**src/rtl/divPkg.sv**
```systemverilog
package divPkg;

  // Strobes from the sequencer to the datapath, at most one high per cycle
  typedef struct packed {
    logic load;    // capture operands and perform the initial shift
    logic step;    // one trial-subtract and shift
    logic finish;  // undo the extra shift, apply signs, update outputs
  } divStrobes_t;

  typedef enum logic [1:0] {
    ST_IDLE = 2'd0,
    ST_ITER = 2'd1,
    ST_FIX  = 2'd2
  } divState_t;

endpackage

```
**src/rtl/divCtrl.sv**
```systemverilog
module divCtrl
  import divPkg::*;
#(
  parameter int WIDTH = 8
) (
  input  logic        clk,
  input  logic        rstN,
  input  logic        start,
  output divStrobes_t strobes,
  output logic        busy,
  output logic        done
);

  localparam int CNT_W = $clog2(WIDTH + 1);
  localparam logic [CNT_W-1:0] LAST_STEP = CNT_W'(WIDTH - 1);

  divState_t        state;
  logic [CNT_W-1:0] iterCnt;

  always_comb begin
    strobes.load   = (state == ST_IDLE) && start;
    strobes.step   = (state == ST_ITER);
    strobes.finish = (state == ST_FIX);
  end

  assign busy = (state != ST_IDLE);

  always_ff @(posedge clk or negedge rstN) begin
    if (!rstN) begin
      state   <= ST_IDLE;
      iterCnt <= '0;
      done    <= 1'b0;
    end else begin
      done <= 1'b0;
      unique case (state)
        ST_IDLE: begin
          if (start) begin
            state   <= ST_ITER;
            iterCnt <= '0;
          end
        end
        ST_ITER: begin
          if (iterCnt == LAST_STEP) begin
            state <= ST_FIX;
          end else begin
            iterCnt <= iterCnt + 1'b1;
          end
        end
        ST_FIX: begin
          state <= ST_IDLE;
          done  <= 1'b1;
        end
        default: state <= ST_IDLE;
      endcase
    end
  end


  done_pulse_chk: assert property (@(posedge clk) disable iff (!rstN)
    done |=> !done);


  done_idle_chk: assert property (@(posedge clk) disable iff (!rstN)
    done |-> !busy);


  finish_done_chk: assert property (@(posedge clk) disable iff (!rstN)
    strobes.finish |=> done);


  iter_bound_chk: assert property (@(posedge clk) disable iff (!rstN)
    iterCnt < CNT_W'(WIDTH));


  busy_rise_chk: assert property (@(posedge clk) disable iff (!rstN)
    $rose(busy) |-> $past(start));

endmodule

```
**src/rtl/divDatapath.sv**
```systemverilog
module divDatapath
  import divPkg::*;
#(
  parameter int WIDTH = 8
) (
  input  logic             clk,
  input  logic             rstN,
  input  divStrobes_t      strobes,
  input  logic             signedMode,
  input  logic [WIDTH-1:0] dividend,
  input  logic [WIDTH-1:0] divisor,
  output logic [WIDTH-1:0] quotient,
  output logic [WIDTH-1:0] remainder
);

  localparam int WORK_W = 2 * WIDTH + 1;  // extra top bit keeps the shifted-out carry
  localparam int DIFF_W = WIDTH + 2;      // upper part (N+1) plus a sign bit

  logic [WORK_W-1:0] workReg;
  logic [WIDTH-1:0]  divMag;
  logic              negQuot;
  logic              negRem;

  logic [WIDTH-1:0]  dividendMag;
  logic [WIDTH-1:0]  divisorMag;
  logic [WIDTH:0]    upperPart;
  logic [DIFF_W-1:0] trialDiff;
  logic              trialNeg;
  logic [WIDTH-1:0]  rawQuot;
  logic [WIDTH-1:0]  rawRem;

  always_comb begin
    dividendMag = (signedMode && dividend[WIDTH-1]) ? (~dividend + 1'b1) : dividend;
    divisorMag  = (signedMode && divisor[WIDTH-1])  ? (~divisor + 1'b1)  : divisor;
  end

  assign upperPart = workReg[WORK_W-1:WIDTH];
  assign trialDiff = {1'b0, upperPart} - {2'b00, divMag};
  assign trialNeg  = trialDiff[DIFF_W-1];
  assign rawQuot   = workReg[WIDTH-1:0];
  assign rawRem    = workReg[WORK_W-1:WIDTH+1];

  always_ff @(posedge clk or negedge rstN) begin
    if (!rstN) begin
      workReg   <= '0;
      divMag    <= '0;
      negQuot   <= 1'b0;
      negRem    <= 1'b0;
      quotient  <= '0;
      remainder <= '0;
    end else begin
      if (strobes.load) begin
        workReg <= {{WIDTH{1'b0}}, dividendMag, 1'b0};
        divMag  <= divisorMag;
        negQuot <= signedMode && (dividend[WIDTH-1] ^ divisor[WIDTH-1]);
        negRem  <= signedMode && dividend[WIDTH-1];
      end else if (strobes.step) begin
        if (trialNeg) begin
          workReg <= {workReg[WORK_W-2:0], 1'b0};
        end else begin
          workReg <= {trialDiff[WIDTH-1:0], workReg[WIDTH-1:0], 1'b1};
        end
      end
      if (strobes.finish) begin
        quotient  <= negQuot ? (~rawQuot + 1'b1) : rawQuot;
        remainder <= negRem  ? (~rawRem + 1'b1)  : rawRem;
      end
    end
  end


  partial_bound_chk: assert property (@(posedge clk) disable iff (!rstN)
    (strobes.step && divMag != '0) |-> (upperPart < {divMag, 1'b0}));


  kept_fit_chk: assert property (@(posedge clk) disable iff (!rstN)
    (strobes.step && !trialNeg) |-> !trialDiff[WIDTH]);


  zero_div_ones_chk: assert property (@(posedge clk) disable iff (!rstN)
    (strobes.step && divMag == '0) |=> workReg[0]);


  result_hold_chk: assert property (@(posedge clk) disable iff (!rstN)
    !strobes.finish |=> ($stable(quotient) && $stable(remainder)));

endmodule

```
**src/rtl/restoringDivider.sv**
```systemverilog
module restoringDivider
  import divPkg::*;
#(
  parameter int WIDTH = 8
) (
  input  logic             clk,
  input  logic             rstN,
  input  logic             start,
  input  logic             signedMode,
  input  logic [WIDTH-1:0] dividend,
  input  logic [WIDTH-1:0] divisor,
  output logic             busy,
  output logic             done,
  output logic [WIDTH-1:0] quotient,
  output logic [WIDTH-1:0] remainder
);

  divStrobes_t strobes;

  divCtrl #(.WIDTH(WIDTH)) uCtrl (
    .clk     (clk),
    .rstN    (rstN),
    .start   (start),
    .strobes (strobes),
    .busy    (busy),
    .done    (done)
  );

  divDatapath #(.WIDTH(WIDTH)) uPath (
    .clk        (clk),
    .rstN       (rstN),
    .strobes    (strobes),
    .signedMode (signedMode),
    .dividend   (dividend),
    .divisor    (divisor),
    .quotient   (quotient),
    .remainder  (remainder)
  );

endmodule

```
**config.mk**
```make
export PLATFORM = sky130hd
export DESIGN_NAME = restoringDivider
export DESIGN_NICKNAME = d
export VERILOG_FILES = /design/src/rtl/divPkg.sv /design/src/rtl/divCtrl.sv /design/src/rtl/divDatapath.sv /design/src/rtl/restoringDivider.sv
export SDC_FILE = /design/constraint.sdc
export NUM_CORES = 1
export LEC_CHECK = 0
export ABC_CLOCK_PERIOD_IN_PS = 2100
export CORE_ASPECT_RATIO = 0.8
export CORE_UTILIZATION = 38
export CTS_BUF_LIST = sky130_fd_sc_hd__clkbuf_4 sky130_fd_sc_hd__clkbuf_8
export DETAILED_ROUTE_END_ITERATION = 8
export DONT_BUFFER_PORTS = 1
export SYNTH_ARGS = -nofsm -noshare
export SYNTH_HDL_FRONTEND = slang
export SYNTH_SLANG_ARGS = --single-unit
export TNS_END_PERCENT = 20
```
**constraint.sdc**
```tcl
create_clock -name clk -period 2.1 [get_ports clk]
set_input_delay 0.315 -clock clk [delete_from_list [all_inputs] [get_ports clk]]
set_output_delay 0.315 -clock clk [all_outputs]
set_load 0.02 [all_outputs]
```
## After elaboration in Yosys (flattened, before gate mapping)

Cells that the tools add are included.

- Bits in registers: 50
- Bits in latches: 0
- Bits in writable memories: 0
- ROM bits: 0
- Input port bits: 20
- Output and inout bits: 18
- Memories: 0

- Add/subtract/negate cells: 6
- $mul: 0
- Div/mod/pow operators: 0
- Magnitude comparators: 0
- Equality and inequality tests: 6
- Shifts and indexed selects: 0
- Mux-type cells: 14
- Bitwise gates (word level): 5
- Reductions and logical operators: 10

Operator list:

| kind | count |
|---|---|
| $mux 17 | 3 |
| $add 8x1->8 const B | 4 |
| $mux 8 | 4 |
| $not 8->8 | 4 |
| $sub 9x8->10 | 1 |
| $mux 4 | 2 |
| $pmux 4 s2 | 1 |
| $reduce_bool 2->1 | 3 |
| $add 4x1->4 const B | 1 |
| $eq 4x3->1 const B | 1 |
| $logic_and 1x1->1 | 4 |
| $mux 2 | 2 |
| $ne 2x2->1 const B | 2 |
| $pmux 2 s2 | 1 |
| $reduce_and 3->1 | 1 |
| $eq 2x1->1 const B | 1 |
| $eq 2x2->1 const B | 1 |
| $logic_not 2->1 | 1 |
| $ne 2x1->1 const B | 1 |
| $reduce_and 2->1 | 1 |
| $mux 1 | 1 |
| $xor 1x1->1 | 1 |

## Logic depth before layout (Yosys ltp)

Gate-level depths: netlist of run 1.

- Depth after elaboration: 4
- Mapped depth: 8

## Hierarchy

A second synthesis of run 1 with hierarchy kept.

- Cells, all modules: 335
- Area total of the unflattened synthesis: 3054.2 µm²

Modules (own cells, without submodules):

| module | times used | cells each | area each (µm²) | sequential area each (µm²) |
|---|---|---|---|---|
| divDatapath | 1 | 304 | 2716.4 | 1076.0 |
| divCtrl | 1 | 31 | 337.8 | 175.2 |

## Worst setup path before layout of run 1

Ideal clock, no wire load.

- Path type: register to register
- From: reg uPath.divMag[0]
- To: reg uPath.workReg[15]
- Arrival time: 1906 ps
- Required time: 1964 ps
- Setup slack: 58 ps
- Cell stages (with the launch flop): 8
- Buffers on the path: 0
- Period minus slack after synthesis: 2042 ps
- Cell sequence: dfrtp_1 ha_1 fa_1 nor2b_1 o211ai_1 mux2_2 a2111oi_0 o21ai_0

- Longest elaborated chain between the ends: 4

RTL lines:

| what | line | text |
|---|---|---|
| from (decl) | divDatapath.sv:20 | `logic [WIDTH-1:0] divMag;` |
| from (signal assigned) | divDatapath.sv:54 | `divMag <= divisorMag;` |
| $sub 9x8->10 | divDatapath.sv:38 | `assign trialDiff = {1'b0, upperPart} - {2'b00, divMag};` |
| $mux 17 | divDatapath.sv:58 | `if (trialNeg) begin` |
| $mux 17 | divDatapath.sv:57 | `end else if (strobes.step) begin` |
| $mux 17 | divDatapath.sv:52 | `if (strobes.load) begin` |
| to (signal assigned) | divDatapath.sv:53 | `workReg <= {{WIDTH{1'b0}}, dividendMag, 1'b0};` |
| to (signal assigned) | divDatapath.sv:59 | `workReg <= {workReg[WORK_W-2:0], 1'b0};` |
| to (signal assigned) | divDatapath.sv:61 | `workReg <= {trialDiff[WIDTH-1:0], workReg[WIDTH-1:0], 1'b1};` |
| to (decl) | divDatapath.sv:19 | `logic [WORK_W-1:0] workReg;` |

No other way between the ends. The select of a mux whose other input is x is not followed.
A chain may end at the register's enable or synchronous reset.

## Worst setup path after layout of run 1

- From: reg uPath.workReg[9]
- To: reg uPath.workReg[11]

- Longest elaborated chain between the ends: 4

RTL lines:

| what | line |
|---|---|
| $sub 9x8->10 | divDatapath.sv:38 |
| $mux 17 | divDatapath.sv:58 |
| $mux 17 | divDatapath.sv:57 |
| $mux 17 | divDatapath.sv:52 |

No other way between the ends. The select of a mux whose other input is x is not followed.

==> results of run 1 <==
[cell usage in the layout (no fill, tap or decap), drive strengths merged, types with 6 or more instances in the layout]
master	n
nand3	7
buf	24
o31ai	6
dfrtp	50
clkbuf	6
nor2	23
a21oi	12
a31oi	9
xnor2	7
inv	27
nand2	55
xor2	19
ha	13
or3	8
o21ai	39
[state kept, by name, summed over array words and instances (netlist names)]
name / cells
uCtrl.done: 1
uPath.negRem: 1
uPath.workReg: 17
uCtrl.state: 2
uCtrl.iterCnt: 4
uPath.divMag: 8
uPath.quotient: 8
uPath.negQuot: 1
uPath.remainder: 8
[power by group through the flow]
stage,Sequential [µW],Combinational [µW],Clock [µW]
floorplan,1830,2210,0
global placement,1910,2950,0
detailed placement,1920,3000,0
CTS,1890,3210,743
global route,1960,3870,774
finish,1900,3450,724
[worst register-to-register path: stages, from the launching register on]
cell and delay (ns):
dfrtp_1 0.42, ha_1 0.28, or2b_4 0.28, a2111oi_4 0.43, nor2_4 0.11, buf_6 0.14, a221o_2 0.34
[worst min-delay path by stage]
| stage | startpoint | end | cells after the start |
|---|---|---|---|
| floorplan | rstN | uCtrl.done$_DFF_PN0_ | 0 |
| global placement | rstN | uPath.remainder[5]$_DFFE_PN0P_ | 0 |
| detailed placement | rstN | uPath.remainder[7]$_DFFE_PN0P_ | 0 |
| CTS | divisor[0] | uPath.divMag[0]$_DFFE_PN0P_ | 2 |
| global route | divisor[0] | uPath.divMag[0]$_DFFE_PN0P_ | 2 |
| finish | divisor[0] | uPath.divMag[0]$_DFFE_PN0P_ | 2 |
[metal layers]
| layer | GRT usage, % | vias to the layer above |
|---|---|---|
| li1 | - | 1197 |
| met5 | 0 | - |
| met4 | 3.48 | 0 |
| met3 | 4.04 | 5 |
| met2 | 23.8 | 60 |
| met1 | 24.5 | 1058 |
[through the flow]
step	worst slack, ns	cells	util (%)
after floorplan	0.0579	337	-
final	-0.0298	461	46.1
after CTS	-0.00634	460	45.3
after detailed placement	-0.159	448	42.6
after global placement	-0.0644	448	42.6
after global routing	-0.0853	461	46.1
[what timing repair did]
action,CTS,global route
pin swaps,2,3
setup buffers,2,1
resized for setup,7,15
hold buffers,2,0
endpoints found under the setup margin,2,8
hold endpoints to repair,50,0
[area by class of cell]
| class | instances | share of cell area (%) |
|---|---|---|
| Inverter | 26 | 2.84 |
| Sequential cell | 50 | 36.4 |
| Multi-Input combinational cell | 247 | 47.3 |
| Tap cell | 105 | 3.82 |
| Timing Repair Buffer | 25 | 6.22 |
| Clock buffer | 6 | 2.40 |
| Clock inverter | 2 | 1.13 |
[kinds of logic (layout without fill, tap and decap cells)]
group                      Yosys count  count (layout)  synth area share, %
AOI/OAI and AO/OA                   86              86                 18.6
xor gates and xnor gates            26              26                 7.68
adders and majority gates           14              14                 6.16
buffers and inverters               40              59                 5.53
DFF                                 50              50                 42.2
muxes                                6               6                 2.07
and+or+nand+nor                    115             115                 17.8
==> key figures, run 1 <==
Power
  • Clk pwr share: between 10% and 20%
  • Combinational power share: 56.8%
  • Leakage Power: about 0.0016 µW
  • Switching share of power: between 40% and 50%
  • Pwr Density: between 1500 and 2000 nW/µm²
  • Internal Power: between 3000 and 4000 µW
  • P_sw: approximately 2600 µW
  • Flop pwr share: 31.2%
  • Total power: approximately 6100 µW
  • VDD IR max: 0.000570 V

Yosys
  • Ys async rst share: between 90% and 100%
  • Ys flop type: dfrtp_1
  • Top post-synthesis cells by area: dfrtp_1, nand2_1, o21ai_0
  • Post-synth EDFFs: 0
  • Register bit total from synthesis: 50
  • Mapped Area: 2970 µm²
  • Distinct cells, synth: 44
  • Synthesized area per cell: a little under 9 µm²
  • Register area share after synthesis: between 40% and 50%
  • Cell with the most instances after synthesis: nand2_1
  • Most common library cells after synthesis: nand2_1, dfrtp_1, o21ai_0, inv_1, nor2_1
  • Post-synthesis instance total: around 340
  • Yosys warns: 0
  • Synth area leader: dfrtp_1
  • Area share of the largest cell type after synthesis: roughly 42%
  • Syn_nets: roughly 370

Detailed routing
  • Routed WL per cell: between 10 and 15 µm
  • Routed length on met3: between 300 and 400 µm
  • M1 WL: 3400 µm
  • DR iter-0 viols: 105
  • Drt drc: 0
  • Final WL: about 6400 µm
  • DR vias/cell: roughly 5.0
  • DR vias: ~2300
  • Antenna-violating nets left: 0
  • Top layer used by detailed routing: met4
  • Routed length on met2: roughly 2600 µm
  • Drt first pass iters: 4

Place
  • IO buf count: 0
  • Placed Area: around 3200 µm²
  • Final HPWL from detailed placement: ~4700 µm
  • GPL Wtd Cong: between 0.8 and 0.9

Finish
  • Diode count: 0
  • Layout cells sized above 1: approximately 15%
  • Post-route cell area: 3440 µm²
  • Register area: ~1300 µm²
  • Synth-to-Final Area Change: 16.0%
  • Nets: around 390
  • Fillcell total: 765
  • Area of the multi-input gates: between 1500 and 2000 µm²

Global routing
  • First-pass GRT wire length: 10400 µm
  • Initial antenna violation count: 0
  • Vias in the first global route: 2190
  • Gr usage total: approximately 16%
  • Pin count of the biggest net entering global routing: 51
  • Gr ovfl total: 0

Floorplanning
  • # rows: 28
  • Initial core utilization: between 30% and 40%
  • Die footprint: slightly above 8000 µm²
  • DIE HEIGHT: between 80 and 90 µm
  • Core area: 7460 µm²
  • I/O pin count: 38
  • Chip Width: just over 100 µm

Critical path
  • Buf/Inv on CP: 1
  • Worst r2r dst: uPath.workReg[11]$_DFFE_PN0P_
  • CP Class: reg -> reg
  • Crit-path max cell delay: 0.43 ns
  • Setup crit start kind: flop
  • Largest delay share family, worst path: compound AO/OA/AOI/OAI gates
  • FF-to-FF Start: uPath.workReg[9]$_DFFE_PN0P_
  • Worst setup endpoint: uPath.workReg[11]$_DFFE_PN0P_
  • R2R depth: 6
  • Crit path max fanout: 7
  • WP data required: approximately 2.3 ns
  • CP max-delay cell: a2111oi_4
  • Critical Path Start: uPath.workReg[9]$_DFFE_PN0P_
  • Cell-by-cell trace of the critical path: ha_1, or2b_4, a2111oi_4, nor2_4, buf_6, a221o_2
  • WP depth: 6
  • WP data arrival: roughly 2.3 ns
  • R2R setup slack: -0.03 ns
  • Crit. End Element: flop

Clocking
  • Skew-Pair Late Insertion Delay: roughly 0.31 ns
  • CTS tree: done
  • Clock Tree Root: clkbuf_8
  • Clk sinks: 50
  • Clk buf depth: 2
  • CTS Buf Count: 5
  • CTS clk-pin slew, worst paths: about 0.1 ns
  • H-tree depth: 2

Timing
  • Final period utilization: 101%
  • Number of max-slew violations in the final report: 0
  • Crit path time final: 2.13 ns
  • Final WS setup: -0.0298 ns
  • Setup TNS: -0.0464 ns
  • WHS: 0.199 ns
  • Slew margin rel.: a little under three fifths
  • Layout Skew: between 0.01 and 0.015 ns
  • Final hold viol count: 0
  • Worst-Margin Slew: 0.668 ns
  • RSZ-0062 raised after global routing: true
  • F_max: 0.470 GHz
  • Final Setup Violations: 2

Job
  • Max-cap violation count: 0

Min path
  • Min-Delay Path Class: in -> reg

Run status
  • Status: finished, violations left
  • Failing checks: negative setup slack
Power figures use the tool's default switching activity.
==> inputs of run 2 (changes only) <==
--- a/config.mk
+++ b/config.mk
@@ -5,12 +5,16 @@
 export SDC_FILE = /design/constraint.sdc
 export NUM_CORES = 1
 export LEC_CHECK = 0
+export ABC_AREA = 1
 export ABC_CLOCK_PERIOD_IN_PS = 2100
+export CELL_PAD_IN_SITES_DETAIL_PLACEMENT = 1
+export CELL_PAD_IN_SITES_GLOBAL_PLACEMENT = 1
 export CORE_ASPECT_RATIO = 0.8
 export CORE_UTILIZATION = 38
 export CTS_BUF_LIST = sky130_fd_sc_hd__clkbuf_4 sky130_fd_sc_hd__clkbuf_8
 export DETAILED_ROUTE_END_ITERATION = 8
 export DONT_BUFFER_PORTS = 1
+export PLACE_DENSITY_LB_ADDON = 0.1
 export SYNTH_ARGS = -nofsm -noshare
 export SYNTH_HDL_FRONTEND = slang
 export SYNTH_SLANG_ARGS = --single-unit
==> key figures, run 2 <==
Clocking
  • Post-CTS Setup Bufs: 0
  • CTS clk-pin slew, worst paths: 0.10 ns
  • H-tree depth: 2
  • Clk sinks: 50
  • Skew-Pair Late Insertion Delay: between 0.3 and 0.4 ns
  • CTS Buf Count: 5
  • Clock Tree Root: clkbuf_8
  • Clk buf depth: 2
  • CTS tree: done

Critical path
  • CP Class: reg -> reg
  • Crit-path max cell delay: 0.45 ns
  • CP max-delay cell: dfrtp_1
  • Crit. End Element: flop
  • Largest delay share family, worst path: simple AND/OR/NAND/NOR gates
  • Buf/Inv on CP: 1
  • WP data required: 2.30 ns
  • Crit path max fanout: 9
  • Cell-by-cell trace of the critical path: ha_1, nand2_1, inv_1, nand2_1, nand2_2, nand2_4, nand3_4, nand2_4, nand2_1, nand2_1, nand2_1
  • Most frequent CP cell: nand2_1
  • Setup crit start kind: flop
  • WP data arrival: approximately 2.0 ns

Detailed routing
  • DR iter-0 viols: 81
  • Antenna-violating nets left: 0
  • Final WL: around 7900 µm
  • Drt drc: 0
  • DR vias/cell: ~5.0
  • Routed WL per cell: around 15 µm
  • DR vias: 2665
  • Drt first pass iters: 4

Yosys
  • Post-synthesis instance total: 420
  • Mapped Area: 3120 µm²
  • Register area share after synthesis: around two fifths
  • Synth area leader: dfrtp_1
  • Cell with the most instances after synthesis: nand2_1
  • Syn_nets: roughly 450
  • Top post-synthesis cells by area: dfrtp_1, nand2_1, inv_1
  • Ys async rst share: between 90% and 100%
  • Area share of the largest cell type after synthesis: around 40%
  • Yosys warns: 0
  • Post-synth EDFFs: 0
  • Synthesized area per cell: about 7.4 µm²
  • Distinct cells, synth: 31
  • Ys flop type: dfrtp_1
  • Most common library cells after synthesis: nand2_1, inv_1, dfrtp_1, o21ai_0, nand3_1
  • Register bit total from synthesis: 50

Global routing
  • Initial antenna violation count: 0
  • Pin count of the biggest net entering global routing: just over 50
  • First-pass GRT wire length: between 10000 and 15000 µm
  • Gr usage total: approximately 21%
  • Gr ovfl total: 0
  • Vias in the first global route: 2742

Finish
  • Register area: 1250 µm²
  • Layout cells sized above 1: 6.15%
  • Area of the multi-input gates: 1580 µm²
  • Most common cell after layout, fill and taps aside: nand2_1
  • Synth-to-Final Area Change: 8.79%
  • Most frequent cells in the layout: nand2_1, inv_1, dfrtp_1, o21ai_0, nand3_1
  • Top reg by flops: uPath.workReg
  • Number of flip-flops under the largest register name: 17
  • Fillcell total: about 1000
  • Final cell count without fillers: 531
  • Nets: 456
  • Post-route cell area: roughly 3400 µm²
  • Final core occ: around 43%
  • Diode count: 0

Timing
  • Final period utilization: between 80 and 90%
  • Crit path time final: between 1.5 and 2 ns
  • Final Setup Violations: 0
  • Final hold viol count: 0
  • RSZ-0062 raised after global routing: false
  • Slew margin rel.: between 70% and 80%
  • Layout Skew: between 0.006 and 0.007 ns
  • Number of max-slew violations in the final report: 0
  • Setup TNS: 0 ns
  • Worst-Margin Slew: around 0.42 ns
  • F_max: around 0.56 GHz

Min path
  • Min-Delay Path Class: in -> reg

Floorplanning
  • Die footprint: about 8600 µm²
  • Chip Width: around 100 µm
  • I/O pin count: 38
  • DIE HEIGHT: between 80 and 90 µm
  • Initial core utilization: 39.2%
  • Core area: 7950 µm²
  • # rows: 29

Job
  • Max-cap violation count: 0

Place
  • Final HPWL from detailed placement: a little over 6000 µm
  • IO buf count: 0
  • GPL Wtd Cong: ~0.8
  • Placed cell count: 521
  • Placed Area: around 3200 µm²

Run status
  • Status: finished clean

Power
  • Pwr Density: 1760 nW/µm²
  • VDD IR max: between 0.0004 and 0.0005 V
  • Leakage Power: ~0.0018 µW
==> run 2: changes by cell type in the layout (fill, tap and decap cells not counted), sizes merged, moves of 6 or more <==
cell / change
nand2: +68
nand3: +37
inv: +36
buf: -21
or3: -8
a31oi: -7
o31ai: -6
xor2: -6
==> run 2: area by class of cell <==
class                           count  area share [%]
Sequential cell                    50            36.9
Multi-Input combinational cell    298            46.5
Tap cell                          108            3.99
Clock buffer                        5            2.03
Clock inverter                      3            2.03
Timing Repair Buffer                4            1.55
Inverter                           63            6.97
==> run 2: timing repair <==
item,in CTS,in global routing
endpoints found under the hold margin,50,0
setup endpoints to repair,0,2
hold buffers,2,0
gates resized for setup,0,1
==> run 2: metrics by stage <==
step           setup slack, ns  total power [µW]  hold WS [ns]
3_3_place_gp             0.295              5070        0.0210
4_1_cts                  0.204              6030         0.128
6_report                 0.308              5960         0.145
2_1_floorplan            0.521              4370        0.0194
3_5_place_dp             0.228              5140        0.0208
5_1_grt                 0.0800              6660         0.139
==> run 2: power breakdown <==
group	internal, µW	total [µW]	switching, µW	leakage [µW]
clock	477	820	342	0.0000683
sequential	1420	2010	585	0.000610
combinational	1150	3130	1980	0.00108
total	3050	5960	2910	0.00176
==> run 2: logic make-up (layout without fill, tap and decap cells) <==
group | after synthesis | in the layout | synth area share (%)
and+or+nand+nor | 203 | 203 | 28.9
DFF | 50 | 50 | 40.1
AOI/OAI and AO/OA | 64 | 64 | 11.0
adders and majority gates | 14 | 14 | 5.86
xor gates and xnor gates | 17 | 17 | 4.78
buffers and inverters | 72 | 75 | 9.31
==> run 2: worst register-to-register path, cell delays in order (launching register included) <==
cell and delay [ns]:
dfrtp_1 0.45, ha_1 0.35, nand2_1 0.13, inv_1 0.06, nand2_1 0.12, nand2_2 0.08
nand2_4 0.11, nand3_4 0.15, nand2_4 0.10, nand2_1 0.05, nand2_1 0.05, nand2_1 0.04
==> run 2: metal layers <==
metal	vias to the layer above	global-route usage, %	routed length, µm
li1	1346	-	-
met1	1274	31.1	4280
met2	43	30.2	3360
met3	2	4.38	243
met4	0	3.46	37
met5	-	0	0
==> run 2: final timing paths <==
kind | startpoint | to | slack, ns | cells past startpoint
max | uPath.workReg[12]$_DFFE_PN0P_ | uPath.workReg[15]$_DFFE_PN0P_ | 0.31 | 11
min reg2reg | uPath.divMag[3]$_DFFE_PN0P_ | uPath.divMag[3]$_DFFE_PN0P_ | 0.50 | 2
max in group asynchronous | rstN | uCtrl.state[1]$_DFFE_PN0P_ | 1.35 | 2
max reg2reg | uPath.workReg[12]$_DFFE_PN0P_ | uPath.workReg[15]$_DFFE_PN0P_ | 0.31 | 11
min | dividend[7] | uPath.workReg[8]$_DFFE_PN0P_ | 0.14 | 2
min in group asynchronous | rstN | uPath.remainder[1]$_DFFE_PN0P_ | 0.51 | 2
==> inputs of run 3 (changes only) <==
--- a/config.mk
+++ b/config.mk
@@ -6,7 +6,7 @@
 export NUM_CORES = 1
 export LEC_CHECK = 0
 export ABC_AREA = 1
-export ABC_CLOCK_PERIOD_IN_PS = 2100
+export ABC_CLOCK_PERIOD_IN_PS = 1900
 export CELL_PAD_IN_SITES_DETAIL_PLACEMENT = 1
 export CELL_PAD_IN_SITES_GLOBAL_PLACEMENT = 1
 export CORE_ASPECT_RATIO = 0.8
@@ -15,6 +15,8 @@
 export DETAILED_ROUTE_END_ITERATION = 8
 export DONT_BUFFER_PORTS = 1
 export PLACE_DENSITY_LB_ADDON = 0.1
+export SKIP_CTS_REPAIR_TIMING = 1
+export SKIP_LAST_GASP = 1
 export SYNTH_ARGS = -nofsm -noshare
 export SYNTH_HDL_FRONTEND = slang
 export SYNTH_SLANG_ARGS = --single-unit
==> constraint.sdc (replaced) <==
create_clock -name clk -period 1.9 [get_ports clk]
set_input_delay 0.285 -clock clk [delete_from_list [all_inputs] [get_ports clk]]
set_output_delay 0.285 -clock clk [all_outputs]
set_load 0.02 [all_outputs]
==> key figures, run 3 (synthesized netlist as in run 2, its figures left out) <==
Run status
  • Status: finished clean

Power
  • Pwr Density: between 1500 and 2000 nW/µm²
  • Flop pwr share: 34.0%
  • Internal Power: ~3200 µW
  • Combinational power share: between 50 and 60%
  • Leakage Power: between 0.0015 and 0.002 µW
  • P_sw: 3240 µW
  • Switching share of power: approximately half
  • Total power: 6420 µW
  • Clk pwr share: 10.2%
  • VDD IR max: between 0.0004 and 0.0005 V

Timing
  • Layout Skew: around 0.0064 ns
  • F_max: about 0.57 GHz
  • Worst-Margin Slew: between 0.4 and 0.5 ns
  • Final period utilization: 92.6%
  • Crit path time final: ~1.8 ns
  • Final hold viol count: 0
  • Final Setup Violations: 0
  • Slew margin rel.: 71.5%
  • Setup TNS: 0 ns
  • RSZ-0062 raised after global routing: false
  • Number of max-slew violations in the final report: 0

Finish
  • Most frequent cells in the layout: nand2_1, inv_1, dfrtp_1, o21ai_0, nand3_1
  • Fillcell total: around 1000
  • Synth-to-Final Area Change: 8.59%
  • Final cell count without fillers: about 540
  • Number of flip-flops under the largest register name: 17
  • Nets: 461
  • Top reg by flops: uPath.workReg
  • Diode count: 0
  • Most common cell after layout, fill and taps aside: nand2_1
  • Layout cells sized above 1: slightly above 7%

Floorplanning
  • Chip Width: between 100 and 150 µm
  • # rows: 29
  • Core area: slightly below 8000 µm²
  • Initial core utilization: 39.2%
  • DIE HEIGHT: ~83 µm
  • Die footprint: 8570 µm²
  • I/O pin count: 38

Critical path
  • CP Class: reg -> reg
  • Critical Path Start: uPath.workReg[10]$_DFFE_PN0P_
  • WP data arrival: slightly below 2 ns
  • WP data required: around 2.1 ns
  • Setup crit start kind: flop
  • Crit path max fanout: 9
  • Crit. End Element: flop
  • FF-to-FF Start: uPath.workReg[10]$_DFFE_PN0P_

Clocking
  • Clock Tree Root: clkbuf_8
  • CTS Buf Count: 5
  • Clk buf depth: 2
  • H-tree depth: 2
  • Skew-Pair Late Insertion Delay: between 0.3 and 0.4 ns
  • CTS clk-pin slew, worst paths: about 0.10 ns
  • CTS tree: done
  • Clk sinks: 50

Place
  • IO buf count: 0
  • Placed cell count: around 530
  • Final HPWL from detailed placement: 6130 µm
  • GPL Wtd Cong: ~0.81

Min path
  • Min-Delay Path Class: in -> reg
  • Hold Crit Start: divisor[7]

Detailed routing
  • Drt first pass iters: 4
  • Final WL: ~7700 µm
  • Antenna-violating nets left: 0
  • Drt drc: 0
  • Routed WL per cell: between 10 and 15 µm
  • DR vias/cell: ~5
  • DR iter-0 viols: between 90 and 100
  • DR vias: between 2000 and 3000

Global routing
  • M2 GR Usage: between 20 and 30%
  • Initial antenna violation count: 0
  • Gr usage total: 19.7%
  • Grt met3 use: about 3.3%
  • Vias in the first global route: ~2700
  • Met1 Usage GRT: a little under a third
  • Pin count of the biggest net entering global routing: slightly above 50
  • Busiest grt layer: met1
  • First-pass GRT wire length: around 13000 µm
  • Gr ovfl total: 0

Job
  • Max-cap violation count: 0
==> run 3: cell count changes in the layout (fill, tap and decap cells not counted), sizes merged <==
cell,delta
buf,+5
bufinv,-2
clkinvlp,+1
inv,+1
==> run 3: metrics by stage <==
| step | cell area, µm² | utilization, % | hold slack (ns) | setup slack (ns) |
|---|---|---|---|---|
| detailed placement | 3250 | 40.9 | -0.00935 | 0.0801 |
| global placement | 3250 | 40.9 | -0.00907 | 0.135 |
| finish | 3380 | 42.6 | 0.126 | 0.140 |
| global route | 3380 | 42.6 | 0.110 | 0.0167 |
| CTS | 3340 | 42.1 | -0.353 | 0.0764 |
| floorplan | 3120 | - | -0.0106 | 0.321 |
==> run 3: area by class of cell <==
type	instances	area, µm²	share of cell area (%)
clock inverter	3	25.0	0.739
sequential	50	1250	37.0
inverter	63	236	6.99
clock buffer	5	68.8	2.03
timing repair buffer	9	90.1	2.66
tap	108	135	3.99
multi-input combinational	298	1580	46.6
==> run 3: worst paths after layout <==
path,end,slack (ns),depth (start not counted)
worst max-delay path,uPath.workReg[15]$_DFFE_PN0P_,0.14,11
worst min-delay path,uPath.divMag[7]$_DFFE_PN0P_,0.13,2
worst max register to register,uPath.workReg[15]$_DFFE_PN0P_,0.14,11
worst min register to register,uPath.divMag[2]$_DFFE_PN0P_,0.49,2
max in group asynchronous,uPath.divMag[6]$_DFFE_PN0P_,1.18,2
min in group asynchronous,uPath.remainder[0]$_DFFE_PN0P_,0.48,2
==> run 3: power by group through the flow <==
stage	clock, µW	combinational (µW)	sequential, µW
after floorplan	0	2770	2050
after global routing	722	4160	2260
final	655	3580	2180
after CTS	674	3600	2190
after detailed placement	0	3570	2210
after global placement	0	3480	2190
==> run 3: per-layer routing <==
| metal | routed length, µm | part of all wire [%] | up-vias |
|---|---|---|---|
| met2 | 3220 | 42 | 52 |
| met3 | 312 | 4.0 | 8 |
| met1 | 4120 | 53 | 1245 |
| li1 | - | - | 1362 |
| met4 | 63 | 0.82 | 0 |
| met5 | 0 | 0 | - |
==> run 3: worst max-delay path: stages, from the launching register on <==
cell and delay, ns:
dfrtp_1 0.43, ha_1 0.36, nand2_1 0.09, nand2_1 0.08
nand2_1 0.12, nand2_2 0.08, nand2_4 0.11, nand3_4 0.16
nand2_4 0.10, nand2_1 0.05, nand2_1 0.05, nand2_1 0.04
